==> src/rtl/egress_ts_pkg.sv <==
package egress_ts_pkg;

  typedef enum logic [1:0] {
    ST_IDLE,
    ST_REQ,
    ST_RSP,
    ST_GAP
  } pollState_t;

  // Strobes from control to datapath, all single-cycle
  typedef struct packed {
    logic capture;   // latch port and layout, clear read count
    logic issue;     // a read is being requested
    logic gapLoad;   // start the inter-read wait
    logic gapTick;   // count the wait down
    logic finOk;     // finish with extracted timestamp
    logic finErr;    // finish with read error
    logic finTmo;    // finish with timeout
  } dpCtl_t;

endpackage

==> src/rtl/egress_ts_datapath.sv <==
module egress_ts_datapath
  import egress_ts_pkg::*;
#(
  parameter int NUM_PORTS   = 4,
  parameter int ADDR_W      = 16,
  parameter int BASE_ADDR   = 32'h100,
  parameter int ADDR_STRIDE = 2,
  parameter int MAX_READS   = 10,
  parameter int GAP_CYCLES  = 2000
) (
  input  logic                clk,
  input  logic                rstN,
  input  dpCtl_t              ctl,
  input  logic [(NUM_PORTS > 1 ? $clog2(NUM_PORTS) : 1)-1:0] portI,
  input  logic                wideI,
  input  logic [63:0]         rdDataI,
  output logic [ADDR_W-1:0]   rdAddrO,
  output logic                rdWideO,
  output logic                gapZeroO,
  output logic                lastReadO,
  output logic                doneO,
  output logic [31:0]         tsO,
  output logic                timeoutO,
  output logic                errO
);

  localparam int PORT_W      = (NUM_PORTS > 1) ? $clog2(NUM_PORTS) : 1;
  localparam int TBL_N       = 1 << PORT_W;
  localparam int CNT_W       = $clog2(MAX_READS + 1);
  localparam int GAP_W       = $clog2(GAP_CYCLES + 1);
  localparam int NARROW_TS_W = 24;
  localparam int NARROW_LSB  = 32 - NARROW_TS_W;
  localparam logic [CNT_W-1:0] MAX_CNT  = CNT_W'(MAX_READS);
  localparam logic [GAP_W-1:0] GAP_LOAD = GAP_W'(GAP_CYCLES - 1);

  logic [PORT_W-1:0] portQ;
  logic              wideQ;
  logic [CNT_W-1:0]  readCnt;
  logic [GAP_W-1:0]  gapCnt;
  logic [31:0]       tsField;
  logic [ADDR_W-1:0] addrTable [TBL_N];
  logic              unusedLowBits;

  // Per-port register address table
  for (genvar g = 0; g < TBL_N; g++) begin : gAddr
    if (g < NUM_PORTS) begin : gValid
      assign addrTable[g] = ADDR_W'(BASE_ADDR + g * ADDR_STRIDE);
    end else begin : gSpare
      assign addrTable[g] = ADDR_W'(BASE_ADDR);
    end
  end

  assign rdAddrO   = addrTable[portQ];
  assign rdWideO   = wideQ;
  assign gapZeroO  = (gapCnt == '0);
  assign lastReadO = (readCnt == MAX_CNT);

  // Field position depends on the layout; bit 0 is the flag in both
  always_comb begin
    if (wideQ) tsField = rdDataI[63:32];
    else       tsField = 32'(rdDataI[31:NARROW_LSB]);
  end
  assign unusedLowBits = ^rdDataI[NARROW_LSB-1:0];

  always_ff @(posedge clk) begin
    if (!rstN) begin
      portQ    <= '0;
      wideQ    <= 1'b0;
      readCnt  <= '0;
      gapCnt   <= '0;
      doneO    <= 1'b0;
      tsO      <= '0;
      timeoutO <= 1'b0;
      errO     <= 1'b0;
    end else begin
      doneO    <= 1'b0;
      timeoutO <= 1'b0;
      errO     <= 1'b0;
      if (ctl.capture) begin
        portQ   <= portI;
        wideQ   <= wideI;
        readCnt <= '0;
      end
      if (ctl.issue) readCnt <= readCnt + CNT_W'(1);
      if (ctl.gapLoad)      gapCnt <= GAP_LOAD;
      else if (ctl.gapTick) gapCnt <= gapCnt - GAP_W'(1);
      if (ctl.finOk) begin
        doneO <= 1'b1;
        tsO   <= tsField;
      end
      if (ctl.finErr) begin
        doneO <= 1'b1;
        errO  <= 1'b1;
        tsO   <= '0;
      end
      if (ctl.finTmo) begin
        doneO    <= 1'b1;
        timeoutO <= 1'b1;
        tsO      <= '0;
      end
    end
  end


  done_single_chk: assert property (@(posedge clk) disable iff (!rstN)
    doneO |=> !doneO);

  outcome_excl_chk: assert property (@(posedge clk) disable iff (!rstN)
    !(errO && timeoutO) && ((errO || timeoutO) -> doneO));

  read_bound_chk: assert property (@(posedge clk) disable iff (!rstN)
    readCnt <= MAX_CNT);

  fail_ts_zero_chk: assert property (@(posedge clk) disable iff (!rstN)
    (errO || timeoutO) |-> (tsO == '0));

endmodule

==> src/rtl/egress_ts_ctrl.sv <==
module egress_ts_ctrl
  import egress_ts_pkg::*;
(
  input  logic   clk,
  input  logic   rstN,
  input  logic   startI,
  input  logic   rdRspValidI,
  input  logic   rdRspErrI,
  input  logic   readyBitI,
  input  logic   gapZeroI,
  input  logic   lastReadI,
  output logic   rdReqO,
  output dpCtl_t ctl
);

  pollState_t state, stateNext;

  always_comb begin
    stateNext = state;
    ctl       = '0;
    unique case (state)
      ST_IDLE: begin
        if (startI) begin
          ctl.capture = 1'b1;
          stateNext   = ST_REQ;
        end
      end
      ST_REQ: begin
        ctl.issue = 1'b1;
        stateNext = ST_RSP;
      end
      ST_RSP: begin
        if (rdRspValidI) begin
          if (rdRspErrI) begin
            ctl.finErr = 1'b1;
            stateNext  = ST_IDLE;
          end else if (readyBitI) begin
            ctl.finOk = 1'b1;
            stateNext = ST_IDLE;
          end else if (lastReadI) begin
            ctl.finTmo = 1'b1;
            stateNext  = ST_IDLE;
          end else begin
            ctl.gapLoad = 1'b1;
            stateNext   = ST_GAP;
          end
        end
      end
      ST_GAP: begin
        if (gapZeroI) stateNext = ST_REQ;
        else          ctl.gapTick = 1'b1;
      end
      default: stateNext = ST_IDLE;
    endcase
  end

  always_ff @(posedge clk) begin
    if (!rstN) state <= ST_IDLE;
    else       state <= stateNext;
  end

  assign rdReqO = (state == ST_REQ);


  err_abort_chk: assert property (@(posedge clk) disable iff (!rstN)
    (state == ST_RSP && rdRspValidI && rdRspErrI) |=> (state == ST_IDLE));

  ready_stop_chk: assert property (@(posedge clk) disable iff (!rstN)
    (state == ST_RSP && rdRspValidI && readyBitI) |=> (state == ST_IDLE));

  busy_ignore_chk: assert property (@(posedge clk) disable iff (!rstN)
    (state != ST_IDLE) |-> !ctl.capture);

endmodule

==> src/rtl/egress_ts_poller.sv <==
module egress_ts_poller
  import egress_ts_pkg::*;
#(
  parameter int NUM_PORTS   = 4,
  parameter int ADDR_W      = 16,
  parameter int BASE_ADDR   = 32'h100,
  parameter int ADDR_STRIDE = 2,
  parameter int MAX_READS   = 10,
  parameter int GAP_CYCLES  = 2000,
  localparam int PORT_W     = (NUM_PORTS > 1) ? $clog2(NUM_PORTS) : 1
) (
  input  logic              clk,
  input  logic              rstN,
  input  logic              startI,
  input  logic [PORT_W-1:0] portI,
  input  logic              wideI,
  output logic              rdReqO,
  output logic [ADDR_W-1:0] rdAddrO,
  output logic              rdWideO,
  input  logic              rdRspValidI,
  input  logic              rdRspErrI,
  input  logic [63:0]       rdRspDataI,
  output logic              doneO,
  output logic [31:0]       tsO,
  output logic              timeoutO,
  output logic              errO
);

  dpCtl_t ctl;
  logic   gapZero;
  logic   lastRead;

  egress_ts_ctrl u_ctrl (
    .clk        (clk),
    .rstN       (rstN),
    .startI     (startI),
    .rdRspValidI(rdRspValidI),
    .rdRspErrI  (rdRspErrI),
    .readyBitI  (rdRspDataI[0]),
    .gapZeroI   (gapZero),
    .lastReadI  (lastRead),
    .rdReqO     (rdReqO),
    .ctl        (ctl)
  );

  egress_ts_datapath #(
    .NUM_PORTS  (NUM_PORTS),
    .ADDR_W     (ADDR_W),
    .BASE_ADDR  (BASE_ADDR),
    .ADDR_STRIDE(ADDR_STRIDE),
    .MAX_READS  (MAX_READS),
    .GAP_CYCLES (GAP_CYCLES)
  ) u_dp (
    .clk      (clk),
    .rstN     (rstN),
    .ctl      (ctl),
    .portI    (portI),
    .wideI    (wideI),
    .rdDataI  (rdRspDataI),
    .rdAddrO  (rdAddrO),
    .rdWideO  (rdWideO),
    .gapZeroO (gapZero),
    .lastReadO(lastRead),
    .doneO    (doneO),
    .tsO      (tsO),
    .timeoutO (timeoutO),
    .errO     (errO)
  );


  no_read_after_tmo_chk: assert property (@(posedge clk) disable iff (!rstN)
    timeoutO |-> !rdReqO);

endmodule

==> config.mk <==
export PLATFORM = sky130hd
export DESIGN_NAME = egress_ts_poller
export DESIGN_NICKNAME = d
export VERILOG_FILES = /design/src/rtl/egress_ts_pkg.sv /design/src/rtl/egress_ts_datapath.sv /design/src/rtl/egress_ts_ctrl.sv /design/src/rtl/egress_ts_poller.sv
export SDC_FILE = /design/constraint.sdc
export NUM_CORES = 1
export LEC_CHECK = 0
export BUFFER_PORTS_ARGS = -buffer_cell sky130_fd_sc_hd__buf_2
export CAP_MARGIN = 5
export CORE_MARGIN = 2
export CORE_UTILIZATION = 50
export DETAILED_ROUTE_END_ITERATION = 16
export MAX_ROUTING_LAYER = met4
export PLACE_DENSITY = 0.82
export SLEW_MARGIN = 20
export SYNTH_ARGS = -nofsm -noshare
export SYNTH_HDL_FRONTEND = slang
export SYNTH_SLANG_ARGS = --single-unit
==> constraint.sdc <==
create_clock -name clk -period 3.29 [get_ports clk]
set_input_delay 0.1645 -clock clk [delete_from_list [all_inputs] [get_ports clk]]
set_output_delay 0.1645 -clock clk [all_outputs]
set_load 0.02 [all_outputs]
=== Word level (Yosys, flattened, before mapping) ===
Index checks and enable logic that the tools add are counted.

* Register bits after elaboration: 55
* Latch bits: 0
* RAM bits: 0
* ROM bits: 0
* Input port bits: 72
* Output and inout port bits: 53
* Logic and storage cells: 67
* Memories: 0

* Add/sub/neg operators: 2
* Multiply operators: 0
* Div/mod/pow operators: 0
* Order comparisons: 1
* Equal/unequal tests: 7
* Shift-type cells: 0
* Multiplexer cells: 38
* Bitwise gates (word level): 2
* Reduce and logical (&&, ||, !) cells: 7

{| class="wikitable"
|+ Operators with widths
! operator !! number
|-
| $bmux W16 S2 || 1
|-
| $mux W16 || 2
|-
| $mux W32 || 1
|-
| $mux W11 || 2
|-
| $mux W1 || 21
|-
| $mux W2 || 6
|-
| $logic_not A11 Y1 || 1
|-
| $sub A11 B1 Y11 const B || 1
|-
| $mux W4 || 2
|-
| $pmux W2 S4 || 1
|-
| $mux W3 || 2
|-
| $ne A2 B2 Y1 const B || 3
|-
| $add A4 B1 Y4 const B || 1
|-
| $eq A2 B2 Y1 const B || 2
|-
| $eq A4 B4 Y1 const B || 1
|-
| $reduce_bool A2 Y1 || 2
|-
| $ge A3 B3 Y1 const B || 1
|-
| $not A2 Y3 || 1
|-
| $reduce_and A3 Y1 || 1
|-
| $reduce_or A3 Y1 || 1
|-
| $eq A2 B1 Y1 const B || 1
|-
| $logic_not A2 Y1 || 1
|-
| $reduce_or A2 Y1 || 1
|-
| $not A1 Y1 || 1
|}

=== Logic depth before layout (Yosys ltp) ===
* Depth after elaboration: 9
* Depth in mapped cells: 8
* Mapped depth without buffers: 6

=== Cells and area by module ===
Synthesis repeated with hierarchy kept, for this count alone.

* Cells, all modules: 294
* Area, all modules: 2685.1 um^2

{| class="wikitable"
|+ By module, submodules not included
! module !! instances !! cells each !! area each (um^2) !! seq. area each (um^2)
|-
| egress_ts_datapath || 1 || 265 || 2417.3 || 1061.0
|-
| egress_ts_ctrl || 1 || 29 || 267.8 || 40.0
|}

=== Worst setup path after synthesis ===
Ideal clock, no wire load.

* Path type: flip-flop to flip-flop
* From: register u_ctrl.state[0]
* To: register u_dp.gapCnt[7]
* Setup time: 0.132 ns
* Data arrival time: 1.631 ns
* Required time: 3.158 ns
* Slack: 1.527 ns
* Cell stages (with the launch flop): 6
* Path buffers: 0
* Period minus slack after synthesis: 1.763 ns
* Cell sequence: dfxtp_1 ha_1 or3b_2 a2111oi_2 xnor2_1 a21oi_1

* Longest elaborated chain between the ends: 3
* Elaborated cells on any way between the ends: 6
* Those cells by class: eq/ne (2); mux (3); reduce/logical (1)

{| class="wikitable"
|+ RTL lines
! item !! RTL line !! text
|-
| from (decl) || egress_ts_ctrl.sv:16 || <nowiki>pollState_t state, stateNext;</nowiki>
|-
| from (signal assigned) || egress_ts_ctrl.sv:59 || <nowiki>else state <= stateNext;</nowiki>
|-
| $eq A2 B2 Y1 || egress_ts_ctrl.sv:21 || <nowiki>unique case (state)</nowiki>
|-
| $mux W1 || egress_ts_ctrl.sv:21 ||
|-
| $mux W11 / $reduce_bool A2 Y1 (equally long branches) || n/a ||
|-
| to (signal assigned) || egress_ts_datapath.sv:86 || <nowiki>else if (ctl.gapTick) gapCnt <= gapCnt - GAP_W'(1);</nowiki>
|-
| to (decl) || egress_ts_datapath.sv:39 || <nowiki>logic [GAP_W-1:0] gapCnt;</nowiki>
|}

Parallel ways exist; a longest one is shown, timed or not.
A chain may end at the register's enable or synchronous reset.

=== Worst setup path after layout ===
* From: register u_ctrl.state[0]
* To: register u_dp.gapCnt[9]

The elaborated chain is that of the path after synthesis.

==> flow_summary.toml <==
[setup_path]
worst_path_largest_cell_delay_ps = 550
launching_point_of_the_worst_reg2reg_path = "u_ctrl.state[0]"
crit_chain = "ha_1, or3b_2, a2111oi_2, xnor2_1, a21oi_1"
required_ps = 3460
crit_arrival_ps = 2110
crit_buf_inv = 0
reg2reg_to = "u_dp.gapCnt[9]"
worst_setup_path_start_kind = "flop"
worst_setup_path_end_kind = "flop"
cpLargestDelayFamily = "simple AND/OR/NAND/NOR gates"
path_max_fanout = 6
reg_to_reg_setup_timing_slack_ps = 1350
startpoint_to_endpoint_class_of_the_critical_path = "flop to flop"
cp_slowest_cell = "or3b_2"
worst_r2r_path_depth = 5

[logic_synthesis]
post_synth.cell_area_avg_um2 = 8.90
yosys_register_bits = 55
asyncSetResetFlopFracSynth = 0
synth_top_area_frac = 0.415
post_syn_instances = 298
yosys.cell_count.top_type = "dfxtp_1"
synthTopCellsByCount = "55 x dfxtp_1, 30 x nor2_1, 29 x mux2i_1"
ys_warn_count = 0
postSynth.topFlopCell = "dfxtp_1"
synth.distinct_cells = 39
synth_edf_count = 0
sequential_cell_area_fraction_in_the_yosys_report = 0.415
synth.area.top_cells = "dfxtp_1 42%, mux2i_1 11%, a211oi_1 7.4%, a21oi_1 4.3%, nor2_1 4.2%"
post-synth-top-area-cell = "dfxtp_1"
mappedNetlistArea_um2 = 2650

[routing]
drtAntennaViolNets = 0
detail_route.wl_per_cell_um = 12.8
viasPerCell = 5.07
vias = 2336
drt_iter0_drc = 61
first_pass_iters = 5
drt_drc_violations_left = 0
route.final.wire_length_mm = 5.88

[pwr]
combinationalPowerShare = 0.187
p_seq_frac = 0.539
total_leakage_power_nw = 1.39
net-switching-power_w = 0.000395
power.switching_fraction = 0.294
intPower_w = 0.000948
powerDensity_nw_per_um2 = 415
worst_ir_drop_vdd_mv = 0.281
power.share.clock = 0.273

[layout]
multi_input_comb_area_um2 = 1380
ratio_of_cells_with_drive_above_1_in_the_final_layout = 0.315
area_grow_syn2layout_pct = 21.9
layout.area.seq_um2 = 1100
n_fill_cell = 441
design.final.nets = 470
layout.core_utilization = 0.633
count_of_inserted_antenna_diode_cells = 0

[floorplanning]
placement_rows = 26
die-area_um2 = 5900
floorplan.initialDensity = 0.519
placeableCoreArea_um2 = 5110
die_h_um = 76.8
design.portCount = 125
die_w_um = 76.8

[sta]
final.min_clock_period_ps = 1940
post-route-period-util = 0.588
rsz0062_at_grt = "no"
setup_viol_count_final = 0
tightest_slew_ps = 908
max_freq_mhz = 517
hold_viol_final = 0
timing_max_transition_violations_final = 0
worst_relative_slew_slack = 0.395
clock_skew_ps = 7.84
setup_total_negative_slack_ps = 0
final.setup.worst_slack_ps = 1350

[clocking]
buffers_from_clock_root_to_sink_at_most = 2
cts-buffers-inserted = 5
tritoncts_clock_tree = "yes"
cts.sinks = 55
cts_root_buf = "clkbuf_8"
post-cts-setup-buffers = 0
clock_latency_ps = 300
post_cts.resized_instances = 0
cts_htree_levels = 2
cts_hold_buffers_added = 0
clk_pin_slew_ps = 100

[min_path]
min_delay_path_depth = 2
worst_hold_path_type = "input pin to flop"
hp-start = "rdRspDataI[0]"
timing.hold.worst_endpoint = "u_dp.timeoutO"

[outcome]
outcome = "finished clean"

[placed_design]
half_perimeter_wire_length_after_placement_mm = 4.46
gp_congestion = 0.841
buffer_ports.inserted = 103
place_ws_ps = 1380

[flow_run]
max-cap-violations = 0

[grt]
initial_antenna_violation_count = 0
number_of_global_route_vias_before_repair = 2173
grt-ovfl-total = 0
globalRouteTotalUtil = 0.204
wire_length_of_the_first_global_routing_pass_mm = 9.72
grt_start_max_net_pins = 57
## cells by family after synthesis
kind of cell	after synthesis	synth area share
adders and majority gates	8	0.0377
AOI/OAI and AO/OA	65	0.172
buffers and inverters	44	0.0849
other	2	0.00283
xor gates and xnor gates	4	0.0132
and+or+nand+nor	91	0.165
DFF	55	0.415
muxes	29	0.109
## final cells by class
type / instances / share of cell area
Timing Repair Buffer: 105 / 0.164
Sequential cell: 55 / 0.341
Clock inverter: 3 / 0.00580
Clock buffer: 5 / 0.0213
Inverter: 12 / 0.0139
Tap cell: 70 / 0.0271
Multi-Input combinational cell: 211 / 0.427
## through the flow
step	area (um^2)	total power, W	std cells	hold slack (ps)
after global placement	3150	0.000985	453	386
final	3230	0.00134	461	70.4
after CTS	3230	0.00135	461	63.0
after global routing	3230	0.00142	461	62.7
after floorplan	2700	0.000921	310	243
after detailed placement	3150	0.000992	453	387
## metal layers
| layer | wire (um) | global-route usage |
|---|---|---|
| met2 | 2920 | 0.355 |
| met5 | 0 | - |
| met4 | 46 | 0.0455 |
| met3 | 307 | 0.0365 |
| met1 | 2610 | 0.245 |
## layout by cell type, fill, tap and decap left out, types with 2 or more instances in the layout
cell       Yosys  layout
buf_2          0     103
dfxtp_1       55      54
nor2_1        30      30
mux2i_1       29      29
a211oi_1      26      26
a21oi_1       23      23
nand2_1       20      20
conb_1         2      14
nand3_1       13      13
inv_1         12      12
ha_1           8       8
nor3_1         6       5
clkbuf_8       0       5
o21ai_0        4       4
xnor2_1        4       4
or3_1          3       3
nand3b_1       3       3
nor4_1         3       3
or4_1          3       3
nand2b_1       2       2
nor2b_1        2       2
a2111oi_2      2       2
o21a_1         2       2
clkinv_2       0       2
buf_4         14       2
## state kept, by name (all words and copies together), names as in the netlist
name,cells
u_dp.rdWideO,1
u_dp.errO,1
u_dp.gapCnt,11
u_dp.portQ,2
u_dp.timeoutO,1
u_dp.doneO,1
u_dp.readCnt,4
u_ctrl.state,2
u_dp.tsO,32
## worst max-delay path by stage
stage                          startpoint             end  slack [ps]  cells after the start
after floorplan           u_ctrl.state[0]  u_dp.gapCnt[7]        1530                      5
after global placement    u_dp.readCnt[1]     u_dp.tsO[2]        1370                      6
after detailed placement  u_dp.readCnt[1]     u_dp.tsO[2]        1380                      6
after CTS                 u_dp.readCnt[1]     u_dp.tsO[7]        1360                      6
after global routing      u_dp.readCnt[1]     u_dp.tsO[8]        1140                      6
final                     u_ctrl.state[0]  u_dp.gapCnt[9]        1350                      5
## power by group through the flow
stage	sequential, W	clock, W	combinational (W)
6_report	0.000724	0.000367	0.000252
2_1_floorplan	0.000728	0	0.000194
3_3_place_gp	0.000738	0	0.000247
3_5_place_dp	0.000740	0	0.000253
4_1_cts	0.000725	0.000375	0.000254
5_1_grt	0.000730	0.000406	0.000281
No activity file was read; power rests on OpenSTA's default activity.
